### src/rtl/serrx_pkg.sv
package serrx_pkg;

  parameter int unsigned SRX_DW  = 32;
  localparam int unsigned SRX_LW = $clog2(SRX_DW);
  localparam int unsigned SRX_NW = SRX_LW + 1;
  localparam int unsigned SRX_HW = SRX_DW / 2;
  localparam int unsigned SRX_CW = 8;

  typedef enum logic [1:0] {
    FMT_ZERO  = 2'b00,
    FMT_SIGN  = 2'b01,
    FMT_MULAW = 2'b10,
    FMT_ALAW  = 2'b11
  } fmt_e;

  typedef struct packed {
    fmt_e              fmt;
    logic              lsb_first;
    logic              pack;
    logic [SRX_NW-1:0] nbits;
  } frame_cfg_t;

  function automatic logic [15:0] mulaw_to_lin(input logic [7:0] code);
    logic [7:0]  u;
    logic [15:0] t;
    logic [15:0] mag;
    u   = ~code;
    t   = ({12'd0, u[3:0]} << 3) + 16'd132;
    t   = t << u[6:4];
    mag = t - 16'd132;
    return u[7] ? (16'd0 - mag) : mag;
  endfunction

  function automatic logic [15:0] alaw_to_lin(input logic [7:0] code);
    logic [7:0]  a;
    logic [15:0] t;
    a = code ^ 8'h55;
    t = {8'd0, a[3:0], 4'd0};
    if (a[6:4] == 3'd0) t = t + 16'd8;
    else                t = (t + 16'd264) << (a[6:4] - 3'd1);
    return a[7] ? t : (16'd0 - t);
  endfunction

endpackage

### src/rtl/serrx_edge.sv
module serrx_edge (
  input  logic clk,
  input  logic rst_n,
  input  logic sclk_ext,
  input  logic sclk_int,
  input  logic sel_int,
  input  logic rise_sel,
  input  logic fs_in,
  input  logic sd_in,
  output logic smp_stb,
  output logic smp_fs,
  output logic smp_bit
);

  logic sclk_sel;
  logic sclk_q, sclk_q2, fs_q, sd_q;

  assign sclk_sel = sel_int ? sclk_int : sclk_ext;

  always_ff @(posedge clk or negedge rst_n) begin
    if (!rst_n) begin
      sclk_q  <= 1'b0;
      sclk_q2 <= 1'b0;
      fs_q    <= 1'b0;
      sd_q    <= 1'b0;
    end else begin
      sclk_q  <= sclk_sel;
      sclk_q2 <= sclk_q;
      fs_q    <= fs_in;
      sd_q    <= sd_in;
    end
  end

  always_comb begin
    if (rise_sel) smp_stb = sclk_q & ~sclk_q2;
    else          smp_stb = ~sclk_q & sclk_q2;
  end

  assign smp_fs  = fs_q;
  assign smp_bit = sd_q;

endmodule

### src/rtl/serrx_shift.sv
module serrx_shift
  import serrx_pkg::*;
(
  input  logic              clk,
  input  logic              rst_n,
  input  logic              smp_stb,
  input  logic              smp_fs,
  input  logic              smp_bit,
  input  logic [1:0]        ctl_fmt,
  input  logic              ctl_lsb_first,
  input  logic [SRX_LW-1:0] ctl_len,
  input  logic              ctl_pack,
  output logic              word_vld,
  output logic [SRX_DW-1:0] word_data,
  output frame_cfg_t        word_cfg,
  output frame_cfg_t        cur_cfg,
  output logic              busy,
  output logic [SRX_NW-1:0] bit_cnt
);

  frame_cfg_t        cfg_q, cfg_n, start_cfg, wcfg_q, wcfg_n;
  logic [SRX_DW-1:0] sh_q, sh_n, word_q, word_n;
  logic [SRX_NW-1:0] cnt_q, cnt_n, cnt_inc;
  logic              busy_q, busy_n, done_q, done_n;

  always_comb begin
    start_cfg.fmt       = fmt_e'(ctl_fmt);
    start_cfg.lsb_first = ctl_lsb_first;
    start_cfg.pack      = ctl_pack;
    if (ctl_fmt[1])
      start_cfg.nbits = SRX_NW'(SRX_CW);
    else if (ctl_len < SRX_LW'(2))
      start_cfg.nbits = SRX_NW'(3);
    else
      start_cfg.nbits = {1'b0, ctl_len} + SRX_NW'(1);
  end

  assign cnt_inc = cnt_q + SRX_NW'(1);

  always_comb begin
    cfg_n  = cfg_q;
    sh_n   = sh_q;
    cnt_n  = cnt_q;
    busy_n = busy_q;
    done_n = 1'b0;
    word_n = word_q;
    wcfg_n = wcfg_q;
    if (smp_stb) begin
      if (smp_fs) begin
        cfg_n  = start_cfg;
        sh_n   = ctl_lsb_first ? {smp_bit, {(SRX_DW-1){1'b0}}}
                               : {{(SRX_DW-1){1'b0}}, smp_bit};
        cnt_n  = SRX_NW'(1);
        busy_n = 1'b1;
      end else if (busy_q) begin
        sh_n  = cfg_q.lsb_first ? {smp_bit, sh_q[SRX_DW-1:1]}
                                : {sh_q[SRX_DW-2:0], smp_bit};
        cnt_n = cnt_inc;
        if (cnt_inc == cfg_q.nbits) begin
          busy_n = 1'b0;
          done_n = 1'b1;
          cnt_n  = '0;
          wcfg_n = cfg_q;
          word_n = cfg_q.lsb_first ? (sh_n >> (SRX_NW'(SRX_DW) - cfg_q.nbits))
                                   : sh_n;
        end
      end
    end
  end

  always_ff @(posedge clk or negedge rst_n) begin
    if (!rst_n) begin
      cfg_q  <= '0;
      sh_q   <= '0;
      cnt_q  <= '0;
      busy_q <= 1'b0;
      done_q <= 1'b0;
      word_q <= '0;
      wcfg_q <= '0;
    end else begin
      cfg_q  <= cfg_n;
      sh_q   <= sh_n;
      cnt_q  <= cnt_n;
      busy_q <= busy_n;
      done_q <= done_n;
      word_q <= word_n;
      wcfg_q <= wcfg_n;
    end
  end

  assign word_vld  = done_q;
  assign word_data = word_q;
  assign word_cfg  = wcfg_q;
  assign cur_cfg   = cfg_q;
  assign busy      = busy_q;
  assign bit_cnt   = cnt_q;

endmodule

### src/rtl/serrx_fmt.sv
module serrx_fmt
  import serrx_pkg::*;
(
  input  logic [SRX_DW-1:0] word_data,
  input  frame_cfg_t        word_cfg,
  output logic [SRX_DW-1:0] fmt_data
);

  logic [SRX_DW-1:0] hi_mask, top_v;
  logic [15:0]       lin;

  always_comb begin
    hi_mask = {SRX_DW{1'b1}} << word_cfg.nbits;
    top_v   = word_data >> (word_cfg.nbits - SRX_NW'(1));
    lin     = '0;
    case (word_cfg.fmt)
      FMT_ZERO:  fmt_data = word_data & ~hi_mask;
      FMT_SIGN:  fmt_data = top_v[0] ? (word_data | hi_mask) : (word_data & ~hi_mask);
      FMT_MULAW: begin
        lin      = mulaw_to_lin(word_data[SRX_CW-1:0]);
        fmt_data = {{(SRX_DW-16){lin[15]}}, lin};
      end
      default: begin
        lin      = alaw_to_lin(word_data[SRX_CW-1:0]);
        fmt_data = {{(SRX_DW-16){lin[15]}}, lin};
      end
    endcase
  end

endmodule

### src/rtl/serrx_pack.sv
module serrx_pack
  import serrx_pkg::*;
(
  input  logic              clk,
  input  logic              rst_n,
  input  logic              word_vld,
  input  logic              pack_en,
  input  logic [SRX_DW-1:0] fmt_data,
  output logic [SRX_DW-1:0] rx_data,
  output logic              rx_valid,
  output logic              pack_half
);

  logic              half_q, half_n, vld_q, vld_n;
  logic [SRX_HW-1:0] lo_q, lo_n;
  logic [SRX_DW-1:0] data_q, data_n;

  always_comb begin
    half_n = half_q;
    lo_n   = lo_q;
    data_n = data_q;
    vld_n  = 1'b0;
    if (word_vld) begin
      if (pack_en && !half_q) begin
        lo_n   = fmt_data[SRX_HW-1:0];
        half_n = 1'b1;
      end else begin
        data_n = pack_en ? {fmt_data[SRX_HW-1:0], lo_q} : fmt_data;
        vld_n  = 1'b1;
        half_n = 1'b0;
      end
    end
  end

  always_ff @(posedge clk or negedge rst_n) begin
    if (!rst_n) begin
      half_q <= 1'b0;
      lo_q   <= '0;
      data_q <= '0;
      vld_q  <= 1'b0;
    end else begin
      half_q <= half_n;
      lo_q   <= lo_n;
      data_q <= data_n;
      vld_q  <= vld_n;
    end
  end

  assign rx_data   = data_q;
  assign rx_valid  = vld_q;
  assign pack_half = half_q;

endmodule

### src/rtl/serrx_top.sv
module serrx_top
  import serrx_pkg::*;
(
  input  logic        clk,
  input  logic        rst_n,
  input  logic [1:0]  ctl_fmt,
  input  logic        ctl_lsb_first,
  input  logic [4:0]  ctl_len,
  input  logic        ctl_pack,
  input  logic        ctl_rise,
  input  logic        ctl_int_clk,
  input  logic        sclk_ext,
  input  logic        sclk_int,
  input  logic        fs_in,
  input  logic        sd_in,
  output logic [31:0] rx_data,
  output logic        rx_valid
);

  logic              smp_stb, smp_fs, smp_bit;
  logic              word_vld, busy, pack_half;
  logic [SRX_DW-1:0] word_data, fmt_data;
  logic [SRX_NW-1:0] bit_cnt;
  frame_cfg_t        word_cfg, cur_cfg;

  serrx_edge u_edge (
    .clk      (clk),
    .rst_n    (rst_n),
    .sclk_ext (sclk_ext),
    .sclk_int (sclk_int),
    .sel_int  (ctl_int_clk),
    .rise_sel (ctl_rise),
    .fs_in    (fs_in),
    .sd_in    (sd_in),
    .smp_stb  (smp_stb),
    .smp_fs   (smp_fs),
    .smp_bit  (smp_bit)
  );

  serrx_shift u_shift (
    .clk           (clk),
    .rst_n         (rst_n),
    .smp_stb       (smp_stb),
    .smp_fs        (smp_fs),
    .smp_bit       (smp_bit),
    .ctl_fmt       (ctl_fmt),
    .ctl_lsb_first (ctl_lsb_first),
    .ctl_len       (ctl_len),
    .ctl_pack      (ctl_pack),
    .word_vld      (word_vld),
    .word_data     (word_data),
    .word_cfg      (word_cfg),
    .cur_cfg       (cur_cfg),
    .busy          (busy),
    .bit_cnt       (bit_cnt)
  );

  serrx_fmt u_fmt (
    .word_data (word_data),
    .word_cfg  (word_cfg),
    .fmt_data  (fmt_data)
  );

  serrx_pack u_pack (
    .clk       (clk),
    .rst_n     (rst_n),
    .word_vld  (word_vld),
    .pack_en   (word_cfg.pack),
    .fmt_data  (fmt_data),
    .rx_data   (rx_data),
    .rx_valid  (rx_valid),
    .pack_half (pack_half)
  );

endmodule

### config.mk
export PLATFORM = sky130hd
export DESIGN_NAME = serrx_top
export DESIGN_NICKNAME = d
export VERILOG_FILES = /design/src/rtl/serrx_pkg.sv /design/src/rtl/serrx_edge.sv /design/src/rtl/serrx_shift.sv /design/src/rtl/serrx_fmt.sv /design/src/rtl/serrx_pack.sv /design/src/rtl/serrx_top.sv
export SDC_FILE = /design/constraint.sdc
export NUM_CORES = 1
export LEC_CHECK = 0
export ABC_AREA = 0
export BUFFER_PORTS_ARGS = -buffer_cell sky130_fd_sc_hd__buf_2
export CORE_ASPECT_RATIO = 0.75
export CORE_MARGIN = 2
export CORE_UTILIZATION = 45
export CTS_BUF_LIST = sky130_fd_sc_hd__clkbuf_8
export DETAILED_ROUTE_END_ITERATION = 6
export HOLD_SLACK_MARGIN = 0.06
export SYNTH_ARGS = -nofsm -noshare
export SYNTH_HDL_FRONTEND = slang
export SYNTH_SLANG_ARGS = --single-unit
### constraint.sdc
create_clock -name clk -period 4.3 [get_ports clk]
set_input_delay 0.86 -clock clk [delete_from_list [all_inputs] [get_ports clk]]
set_output_delay 0.86 -clock clk [all_outputs]
set_load 0.02 [all_outputs]
* Word level (Yosys, flattened, before mapping) *
Cells that the tools add are included.

operators by class
  $add $sub $neg = 11
  multiply operators = 0
  divide/modulo/power cells = 0
  magnitude comparators = 1
  equal/unequal tests = 3
  shift-type cells = 5
  multiplexer cells = 29
  bitwise gates (word level) = 11
  reductions and logical operators = 11

operator list
  kind                     count
  $mux W32                 7
  $pmux W32 S3             1
  $mux W16                 4
  $and A32 B32 Y32         1
  $not A32 Y32             1
  $or A32 B32 Y32          1
  $shl A16 B3 Y16          2
  $shl A32 B6 Y32 const A  1
  $shr A32 B6 Y1           1
  $shr A32 B6 Y32          1
  $sub A1 B16 Y16 const A  2
  $mux W6                  5
  $sub A16 B8 Y16 const B  1
  $mux W1                  12
  $add A8 B9 Y10 const B   1
  $add A7 B8 Y9 const B    1
  $add A8 B4 Y9 const B    1
  $not A8 Y8               1
  $reduce_and A2 Y1        4
  $add A5 B1 Y6 const B    1
  $add A6 B1 Y6 const B    1
  $eq A6 B6 Y1             1
  $sub A6 B1 Y6 const B    1
  $sub A6 B6 Y6 const A    1
  other kinds (14)         18

word-level totals
  bits in registers = 145
  bits in latches = 0
  RAM bits = 0
  bits in read-only memories = 0
  input bits = 17
  output and inout port bits = 33
  word-level logic and storage cells = 91
  memories kept = 0

* Depth between registers and ports, before layout *
Gate-level depths: netlist of the first run.

  depth after elaboration = 9
  depth in mapped cells = 22
  mapped depth without buffers = 15

* Cells and area by module *
A second synthesis of the first run with hierarchy kept.

second synthesis, totals
  cells, all modules = 1359
  area total of the unflattened synthesis = 11990.2 um^2

modules (own cells, without submodules)
  module       instances  cells an instance  area an instance (um^2)  seq. area each (um^2)
  serrx_shift  1          717                6673.9                   2302.2
  serrx_fmt    1          446                3014.1                   0.0
  serrx_pack   1          188                2168.3                   1251.2
  serrx_edge   1          8                  133.9                    100.1

* Least setup slack after synthesis of the first run *
No wires, ideal clock.

  kind = reg-to-reg
  from = register u_shift.word_q[5], in the netlist u_shift.word_data[5]
  to = register u_pack.data_q[28], in the netlist u_pack.rx_data[28]
  library setup time = 124 ps
  data arrival time = 3772 ps
  required time = 4176 ps
  path slack = 404 ps
  stages on the path, launching flop included = 22
  path buffers = 6
  period minus slack after synthesis = 3896 ps
  path through = dfrtp_1 > buf_4 > buf_2 > buf_2 > inv_1 > ha_1 > clkbuf_1 > clkbuf_1 > nor2_1 > o21ai_0 > o221ai_1 > inv_1 > ha_1 > o21ai_0 > a2111oi_2 > nand3_1 > a21oi_1 > o31ai_1 > a221o_1 > buf_6 > o32ai_2 > nor2_1

between the ends
  word-level cells in the longest chain between the ends = 8
  elaborated cells between the ends (all ways) = 16
  classes of those cells = add/sub (4); shift (3); mux (7); bitwise (1); reduce/logical (1)

ends and longest elaborated chain
  element                                                                  line               text
  start, declared                                                          serrx_shift.sv:22  logic [SRX_DW-1:0] sh_q, sh_n, word_q, word_n;
  start signal, assigned                                                   serrx_shift.sv:86  word_q <= word_n;
  parallel branches: the longest is 6 deep, another holds $sub A16 B8 Y16  n/a
  $pmux W32 S3 (*)                                                         serrx_fmt.sv:16    case (word_cfg.fmt)
  $mux W32 (*)                                                             serrx_pack.sv:28   data_n = pack_en ? {fmt_data[SRX_HW-1:0], lo_q} : fmt_data;
  end signal, assigned                                                     serrx_pack.sv:44   data_q <= data_n;
  end, declared                                                            serrx_pack.sv:16   logic [SRX_DW-1:0] data_q, data_n;

Mark *: on every way between the ends. The select of a mux whose other input is x is not followed.
A chain may end at the register's enable or synchronous reset.

* Final worst setup path of the first run *
  from = register u_shift.wcfg_q, in the netlist u_shift.word_cfg[1]
  to = register u_pack.data_q[7], in the netlist u_pack.rx_data[7]

between the ends
  word-level cells in the longest chain between the ends = 6
  elaborated cells between the ends (all ways) = 9
  classes of those cells = add/sub (1); shift (2); mux (3); bitwise (3)

ends and longest elaborated chain
  element                                                                line               text
  start, declared                                                        serrx_shift.sv:21  frame_cfg_t cfg_q, cfg_n, start_cfg, wcfg_q, wcfg_n;
  start signal, assigned                                                 serrx_shift.sv:87  wcfg_q <= wcfg_n;
  parallel branches: the longest is 4 deep, another holds $sub A6 B1 Y6  n/a
  $pmux W32 S3 (*)                                                       serrx_fmt.sv:16
  $mux W32 (*)                                                           serrx_pack.sv:28

Mark *: on every way between the ends.

==> results of run 1 <==
[area by class of cell]
class | instances | area [um2] | share of cell area (%)
Inverter | 29 | 108.9 | 0.8918
Sequential cell | 145 | 3628 | 29.73
Timing Repair Buffer | 97 | 624.3 | 5.115
Clock buffer | 17 | 234.0 | 1.917
Clock inverter | 15 | 190.2 | 1.558
Tap cell | 331 | 414.1 | 3.393
Multi-Input combinational cell | 1017 | 7005 | 57.40
[power by group through the flow]
stage / combinational [uW] / clock, uW / sequential (uW)
6_report: 3810 / 1150 / 1890
5_1_grt: 4140 / 1240 / 1930
4_1_cts: 3730 / 1180 / 1890
3_5_place_dp: 3710 / 0 / 1910
3_3_place_gp: 3720 / 0 / 1910
2_1_floorplan: 2650 / 0 / 1910
[layout by cell type, fill, tap and decap left out, types with 9 or more instances in the layout]
cell type | netlist | routed
sky130_fd_sc_hd__nand2_1 | 181 | 180
sky130_fd_sc_hd__mux4_2 | 11 | 11
sky130_fd_sc_hd__mux2i_1 | 71 | 71
sky130_fd_sc_hd__o31ai_1 | 9 | 9
sky130_fd_sc_hd__nand2b_1 | 13 | 13
sky130_fd_sc_hd__nor2b_1 | 13 | 13
sky130_fd_sc_hd__buf_4 | 3 | 47
sky130_fd_sc_hd__xor2_1 | 14 | 12
sky130_fd_sc_hd__buf_2 | 9 | 48
sky130_fd_sc_hd__ha_1 | 15 | 15
sky130_fd_sc_hd__o21a_1 | 16 | 16
sky130_fd_sc_hd__a22o_1 | 24 | 24
sky130_fd_sc_hd__nor3_1 | 17 | 17
sky130_fd_sc_hd__o21ai_1 | 21 | 21
sky130_fd_sc_hd__a211oi_1 | 13 | 13
sky130_fd_sc_hd__inv_1 | 26 | 26
sky130_fd_sc_hd__xnor2_1 | 19 | 19
sky130_fd_sc_hd__nand3_1 | 15 | 15
sky130_fd_sc_hd__and3_1 | 9 | 9
sky130_fd_sc_hd__a21oi_2 | 11 | 11
sky130_fd_sc_hd__o211ai_1 | 17 | 17
sky130_fd_sc_hd__a31oi_1 | 17 | 17
sky130_fd_sc_hd__o21ai_0 | 112 | 111
sky130_fd_sc_hd__a2bb2oi_1 | 11 | 11
sky130_fd_sc_hd__nor2_1 | 91 | 91
sky130_fd_sc_hd__clkbuf_8 | 0 | 17
sky130_fd_sc_hd__a22oi_1 | 10 | 10
sky130_fd_sc_hd__a21oi_1 | 63 | 63
sky130_fd_sc_hd__dfrtp_1 | 145 | 145
sky130_fd_sc_hd__mux2_2 | 72 | 72
[registers in the layout, summed over array words and instances, names as in the netlist]
name,count
u_shift.bit_cnt,6
u_shift.word_cfg,9
u_shift.busy,1
u_shift.word_data,32
u_pack.pack_half,1
u_edge.sclk_q,1
u_edge.smp_bit,1
u_edge.sclk_q2,1
u_shift.word_vld,1
u_pack.rx_valid,1
u_shift.cur_cfg,10
u_pack.rx_data,32
u_pack.lo_q,16
u_shift.sh_q,32
u_edge.smp_fs,1
[synth_stat cells, types with 8 or more instances]
cell                        number
sky130_fd_sc_hd__buf_6           8
sky130_fd_sc_hd__nor2_1         91
sky130_fd_sc_hd__dfrtp_1       145
sky130_fd_sc_hd__xnor2_1        19
sky130_fd_sc_hd__o211ai_1       17
sky130_fd_sc_hd__nor3_1         17
sky130_fd_sc_hd__o31ai_1         9
sky130_fd_sc_hd__clkbuf_1       75
sky130_fd_sc_hd__nand2_1       181
sky130_fd_sc_hd__nor2b_1        13
sky130_fd_sc_hd__nand3_1        15
sky130_fd_sc_hd__a2bb2oi_1      11
sky130_fd_sc_hd__buf_2           9
sky130_fd_sc_hd__a31oi_1        17
sky130_fd_sc_hd__mux2i_1        71
sky130_fd_sc_hd__ha_1           15
sky130_fd_sc_hd__nand2b_1       13
sky130_fd_sc_hd__o21ai_0       112
sky130_fd_sc_hd__mux2_2         72
sky130_fd_sc_hd__a22o_1         24
sky130_fd_sc_hd__a21oi_2        11
sky130_fd_sc_hd__o21ai_1        21
sky130_fd_sc_hd__a211oi_1       13
sky130_fd_sc_hd__buf_1          10
sky130_fd_sc_hd__a22oi_1        10
sky130_fd_sc_hd__o21a_1         16
sky130_fd_sc_hd__and3_1          9
sky130_fd_sc_hd__a21oi_1        63
sky130_fd_sc_hd__xor2_1         14
sky130_fd_sc_hd__mux4_2         11
sky130_fd_sc_hd__inv_1          26
[how the worst max path moves through the flow]
stage | startpoint | slack, ns | end
after CTS | u_shift.word_cfg[1]$_DFFE_PN0P_ | 0.39 | u_pack.rx_data[23]$_DFFE_PN0P_
after global routing | u_shift.word_cfg[1]$_DFFE_PN0P_ | 0.02 | u_pack.rx_data[7]$_DFFE_PN0P_
after global placement | u_shift.word_cfg[1]$_DFFE_PN0P_ | 0.46 | u_pack.rx_data[7]$_DFFE_PN0P_
after detailed placement | u_shift.word_cfg[1]$_DFFE_PN0P_ | 0.41 | u_pack.rx_data[23]$_DFFE_PN0P_
after floorplan | u_shift.word_data[5]$_DFFE_PN0P_ | 0.40 | u_pack.rx_data[28]$_DFFE_PN0P_
final | u_shift.word_cfg[1]$_DFFE_PN0P_ | 0.34 | u_pack.rx_data[7]$_DFFE_PN0P_
[timing repair]
item                                    in CTS  in global routing
gates resized for setup                      0                  1
buffers inserted                             0                  0
endpoints found under the setup margin       0                  1
[cell families after synthesis]
| kind of cell | after synthesis |
|---|---|
| AND/OR/NAND/NOR | 392 |
| adder cells (fa/ha/maj) | 15 |
| multiplexers | 158 |
| XOR/XNOR | 33 |
| AO/OA/AOI/OAI | 419 |
| buffers and inverters | 134 |
| flip-flops | 145 |
[per-stage QoR]
stage	cells	hold WS, ns	utilization [%]
floorplan	1296	0.3743	-
global placement	1619	0.3783	48.62
detailed placement	1619	0.3885	48.62
CTS	1651	0.4111	50.37
global route	1651	0.4174	50.40
finish	1651	0.4116	50.40
[routing by layer]
| metal | vias up | part of all wire [%] | wire length (um) |
|---|---|---|---|
| li1 | 4793 | - | - |
| met1 | 4951 | 50 | 17030 |
| met5 | - | 0 | 0 |
| met4 | 0 | 1.1 | 385 |
| met2 | 403 | 41 | 13750 |
| met3 | 30 | 8.1 | 2735 |
==> results.cfg, run 1 <==
[status]
outcome = finished, final reports clean

[clock_network]
clock_tree.buffer_depth = 2
clock_sink_count = 145
ctsHoldBuffers = 0
worstSkewPairLatency_ns = 0.47
numCtsBuffers = 17
clk_pin_slew_worst_paths_ns = 0.11
cts_root_buf = sky130_fd_sc_hd__clkbuf_8
cts.htree.levels = 4
cts_tree = done

[synthesis]
synth_compound_gate_area_share_pct = 25.64
asr_flop_ratio_synth_pct = 100.0
ys_dominant_reg_cell = sky130_fd_sc_hd__dfrtp_1
synth_top_area_share_pct = 32.42
synth_simple_gate_area_share_pct = 16.06
number_of_unique_standard_cell_types_used_by_synthesis = 93
mapped_area_um2 = 11190
synth_fp_nets = 1328
synth.area.mux_share_pct = 16.39
synth_enable_flop_cells = 0
yosys.area.top_type = sky130_fd_sc_hd__dfrtp_1
synth_seq_cells = 145
synth_fa_ha_area_share_pct = 1.677
main_combinational_cell_family_by_area_after_synthesis = compound AO/OA/AOI/OAI gates
postSynthAreaPerCell_um2 = 8.635
synth_warnings = 0
synth_xor_xnor_area_share_pct = 2.583
synthCells = 1296
synth_area_leaders = sky130_fd_sc_hd__dfrtp_1, sky130_fd_sc_hd__mux2_2, sky130_fd_sc_hd__mux2i_1, sky130_fd_sc_hd__nand2_1, sky130_fd_sc_hd__o21ai_0
yosysSeqAreaShare_pct = 32.42

[sta]
timing.final.setup_violations = 0
final.setup.worst_slack_ns = 0.3428
slew-limit-headroom_pct = 34.83
rsz_0062_raised_after_global_routing = no
worstMarginPinSlew_ns = 0.9775
post_route_skew_ns = 0.02124
fin_crit_ns = 3.957
timing.final.crit_share_pct = 92.03
hold_viol_final = 0
drv_slew = 0
max_clock_freq_mhz = 252.7
setup-tns-final_ns = 0

[global_routing]
grt_pass1_wl_um = 54550
grt_antenna_before_repair = 0
grt_use_total_pct = 26.96
groute.layer.met2.usage_pct = 35.96
grt.met1_usage_pct = 43.92
globalRouteOverflowTotal = 0
grt_start_max_net_pins = 107
via_count_of_the_first_global_routing_pass = 9226
global_routing_met3_resource_utilization_pct = 5.632
grt_most_used_layer = met1

[power_and_ir_drop]
leakage_power_of_the_design_uw = 0.005223
totalPowerFinal_uw = 6848
pwr-share-seq_pct = 27.6
netSwitchingFraction_pct = 49.12
clockPowerShare_pct = 16.7
internal_power_uw = 3484
total_switching_power_uw = 3364
peak_supply_drop_mv = 0.3094
p_per_area_nw_per_um2 = 561.0
logic_gate_share_of_total_power_pct = 55.7

[worst_setup_path]
crit_chain = inv_1 -> ha_1 -> mux4_2 -> a21boi_2 -> o41ai_1 -> nor4_2 -> and2_4 -> nor3b_1 -> o32ai_2 -> o21ai_0 -> o21a_1
cp_top_family = simple AND/OR/NAND/NOR gates
crit_path_max_incr_delay_ns = 0.78
start_kind = flop
critical_path.reg2reg.startpoint = u_shift.word_cfg[1]$_DFFE_PN0P_
critical_path.endpoint_type = flop
cp_slowest_cell = sky130_fd_sc_hd__nor4_2
ff2ff_setup_slack_ns = 0.34
critical_path_buf_inv_count = 1
worst_r2r_path_depth = 11
worst-path-max-fanout = 22
cp.required_ns = 4.72
data_arrival_at_the_endpoint_of_the_critical_path_ns = 4.38
cp_num_cells = 11
timing.rr.end = u_pack.rx_data[7]$_DFFE_PN0P_
worst-setup-path-type = flop to flop

[layout]
drive_gt1_share_pct = 19.77
synthToLayoutAreaGrowth_pct = 9.068
insertedDiodeCount = 0
num-fill-cells = 2312
post-route-cell-area_um2 = 12210
final_nets = 1339

[placement]
dpl_worst_slack_ns = 0.4057
dp_hpwl_um = 25060
placement.cell_area_um2 = 11770
port_buffers = 49
place_congestion = 0.9537

[routing]
drt_iter0_markers = 1046
wl_per_cell_um = 20.54
routed_wirelength_um = 33910
routed_via_density = 6.164
postRouteAntennaNets = 0
route.vias.total = 10180
post-route-drc-count = 0
drt-pass1-iter-count = 6

[hold_path]
worstHoldEndpoint = u_edge.sclk_q2$_DFF_PN0_
hold_path_depth = 0
worst_hold_path_type = flop to flop
startpoint_of_the_tightest_hold_check_path = u_edge.sclk_q$_DFF_PN0_

[floorplan]
num_io_pins = 50
row_count = 49
floorplan.initialDensity_pct = 46.21
core_um2 = 24220
die_width_um = 186.1
die-area_um2 = 26160
dieHeight_um = 140.6

[flow_run]
maxCapViolations = 0
Note: power is estimated with default switching activity, not from simulation.
==> inputs of run 2 (changes only) <==
--- a/config.mk
+++ b/config.mk
@@ -6,12 +6,12 @@
 export NUM_CORES = 1
 export LEC_CHECK = 0
 export ABC_AREA = 0
-export BUFFER_PORTS_ARGS = -buffer_cell sky130_fd_sc_hd__buf_2
 export CORE_ASPECT_RATIO = 0.75
 export CORE_MARGIN = 2
 export CORE_UTILIZATION = 45
 export CTS_BUF_LIST = sky130_fd_sc_hd__clkbuf_8
 export DETAILED_ROUTE_END_ITERATION = 6
+export DONT_BUFFER_PORTS = 1
 export HOLD_SLACK_MARGIN = 0.06
 export SYNTH_ARGS = -nofsm -noshare
 export SYNTH_HDL_FRONTEND = slang
==> run 2 against run 1 <==
Against the previous run: sequential power increased by 8%; sequential cell count stayed put; die area unchanged; total power is 1.6% lower; critical path type unchanged.
==> results.cfg, run 2 (synthesis gave the netlist of run 1 again) <==
[sta]
slew-limit-headroom_pct = 39.59
fin_crit_ns = 3.969
worstMarginPinSlew_ns = 0.9061
timing.final.setup_violations = 0
setup-tns-final_ns = 0
drv_slew = 0
rsz_0062_raised_after_global_routing = no
max_clock_freq_mhz = 252.0
timing.final.crit_share_pct = 92.30
post_route_skew_ns = 0.03057
hold_viol_final = 0

[routing]
met2WireLength_um = 14810
routed_via_density = 6.266
wirelength_met1_um = 17340
drt-pass1-iter-count = 5
routed_wirelength_um = 35270
post-route-drc-count = 0
drt_iter0_markers = 1155
postRouteAntennaNets = 0
wl_per_cell_um = 21.92
routed_wire_length_on_met3_um = 2801
route.vias.total = 10080
top_layer = met4

[flow_run]
maxCapViolations = 0

[power_and_ir_drop]
leakage_power_of_the_design_uw = 0.005018
clockPowerShare_pct = 16.9
totalPowerFinal_uw = 6737
pwr-share-seq_pct = 30.4
logic_gate_share_of_total_power_pct = 52.8
peak_supply_drop_mv = 0.3312
internal_power_uw = 3391
total_switching_power_uw = 3346
netSwitchingFraction_pct = 49.67
p_per_area_nw_per_um2 = 560.7

[worst_setup_path]
ff2ff_setup_slack_ns = 0.33
critical_path.endpoint_type = flop
data_arrival_at_the_endpoint_of_the_critical_path_ns = 4.31
worst-path-max-fanout = 22
worst_r2r_path_depth = 11
worst-setup-path-type = flop to flop
timing.rr.end = u_pack.rx_data[23]$_DFFE_PN0P_
endpoint = u_pack.rx_data[23]$_DFFE_PN0P_
worstSetupStartpoint = u_shift.word_cfg[1]$_DFFE_PN0P_
start_kind = flop
critical_path.reg2reg.startpoint = u_shift.word_cfg[1]$_DFFE_PN0P_
cp.required_ns = 4.64

[layout]
seqCellArea_um2 = 3628
insertedDiodeCount = 0
commonest_non_fill_non_tap_cell_in_the_layout = sky130_fd_sc_hd__nand2_1
layout.cells.most_common_list = sky130_fd_sc_hd__nand2_1, sky130_fd_sc_hd__dfrtp_1, sky130_fd_sc_hd__o21ai_0, sky130_fd_sc_hd__nor2_1, sky130_fd_sc_hd__mux2_2
drive_gt1_share_pct = 16.67
instances_no_fill = 1609
final_nets = 1297
multi_input_area_um2 = 6999
num-fill-cells = 2323
synthToLayoutAreaGrowth_pct = 7.368

[global_routing]
grt_start_max_net_pins = 87
via_count_of_the_first_global_routing_pass = 9394
grt_antenna_before_repair = 0
grt_use_total_pct = 27.57
grt_pass1_wl_um = 55750
globalRouteOverflowTotal = 0

[placement]
place_congestion = 0.9681
port_buffers = 0
dp.cells = 1570
dp_hpwl_um = 25030

[clock_network]
cts_tree = done
clock_sink_count = 145
cts_root_buf = sky130_fd_sc_hd__clkbuf_8
cts_setup_buffers = 0
clock_tree.buffer_depth = 2
numCtsBuffers = 17
worstSkewPairLatency_ns = 0.47
cts.htree.levels = 4
clk_pin_slew_worst_paths_ns = 0.11

[floorplan]
dieHeight_um = 140.6
floorplan.initialDensity_pct = 46.21
die_width_um = 186.1
row_count = 49
core_um2 = 24220
die-area_um2 = 26160
num_io_pins = 50

[hold_path]
worst_hold_path_type = input port to async pin

[status]
outcome = finished, final reports clean
run 2: cell count changes in the layout (fill, tap and decap cells not counted), sizes merged:
| cell | delta |
|---|---|
| dlygate4sd3 | +6 |
| buf | -48 |
run 2: layout make-up:
| cell class | instances | area share [%] |
|---|---|---|
| clock buffer | 17 | 1.947 |
| clock inverter | 15 | 1.583 |
| inverter | 29 | 0.9060 |
| multi-input combinational | 1017 | 58.25 |
| sequential | 145 | 30.20 |
| tap | 331 | 3.447 |
| timing repair buffer | 55 | 3.666 |
run 2: repair_timing:
action / in CTS / in global routing
endpoints found under the setup margin: 0 / 3
endpoints found under the hold margin: 38 / 16
hold buffers: 4 / 3
resized for setup: 0 / 1
run 2: how the worst min path moves through the flow:
stage | end | slack [ns] | depth (start not counted)
2_1_floorplan | u_edge.sclk_q2$_DFF_PN0_ | 0.37 | 0
3_3_place_gp | u_edge.sclk_q2$_DFF_PN0_ | 0.39 | 0
3_5_place_dp | u_edge.sclk_q2$_DFF_PN0_ | 0.40 | 0
4_1_cts | u_shift.bit_cnt[3]$_DFFE_PN0P_ | 0.06 | 0
5_1_grt | u_shift.cur_cfg[0]$_DFFE_PN0P_ | 0.06 | 0
6_report | u_shift.word_data[26]$_DFFE_PN0P_ | 0.09 | 0
run 2: power groups by stage:
stage	logic [uW]	registers [uW]	clock network [uW]
after CTS	3450	2050	1160
final	3550	2050	1140
after detailed placement	3410	2070	0
after floorplan	2650	1910	0
after global placement	3420	2070	0
after global routing	3840	2090	1210
run 2: worst max-delay path: stages (launching register included):
cell	delay [ns]
sky130_fd_sc_hd__dfrtp_1	0.56
sky130_fd_sc_hd__inv_1	0.13
sky130_fd_sc_hd__ha_1	0.52
sky130_fd_sc_hd__mux4_2	0.36
sky130_fd_sc_hd__and3_1	0.19
sky130_fd_sc_hd__a2111oi_1	0.47
sky130_fd_sc_hd__nor4_2	0.21
sky130_fd_sc_hd__and2_4	0.30
sky130_fd_sc_hd__nor3b_1	0.17
sky130_fd_sc_hd__o32ai_1	0.57
sky130_fd_sc_hd__o21ai_0	0.18
sky130_fd_sc_hd__o21bai_1	0.18
run 2: per-layer routing:
metal | global-route usage, % | vias up
met5 | 0 | -
met4 | 5.346 | 0
met3 | 5.347 | 27
met2 | 37.82 | 421
met1 | 44.43 | 4921
li1 | - | 4713
run 2: per-stage QoR:
stage / area (um2) / hold slack [ns] / setup WS (ns) / util [%]
2_1_floorplan: 11190 / 0.3743 / 0.4040 / -
3_3_place_gp: 11510 / 0.3866 / 0.4272 / 47.53
3_5_place_dp: 11510 / 0.4005 / 0.3281 / 47.53
4_1_cts: 11980 / 0.06051 / 0.2817 / 49.49
5_1_grt: 12020 / 0.05982 / 0.1572 / 49.62
6_report: 12020 / 0.09205 / 0.3311 / 49.62
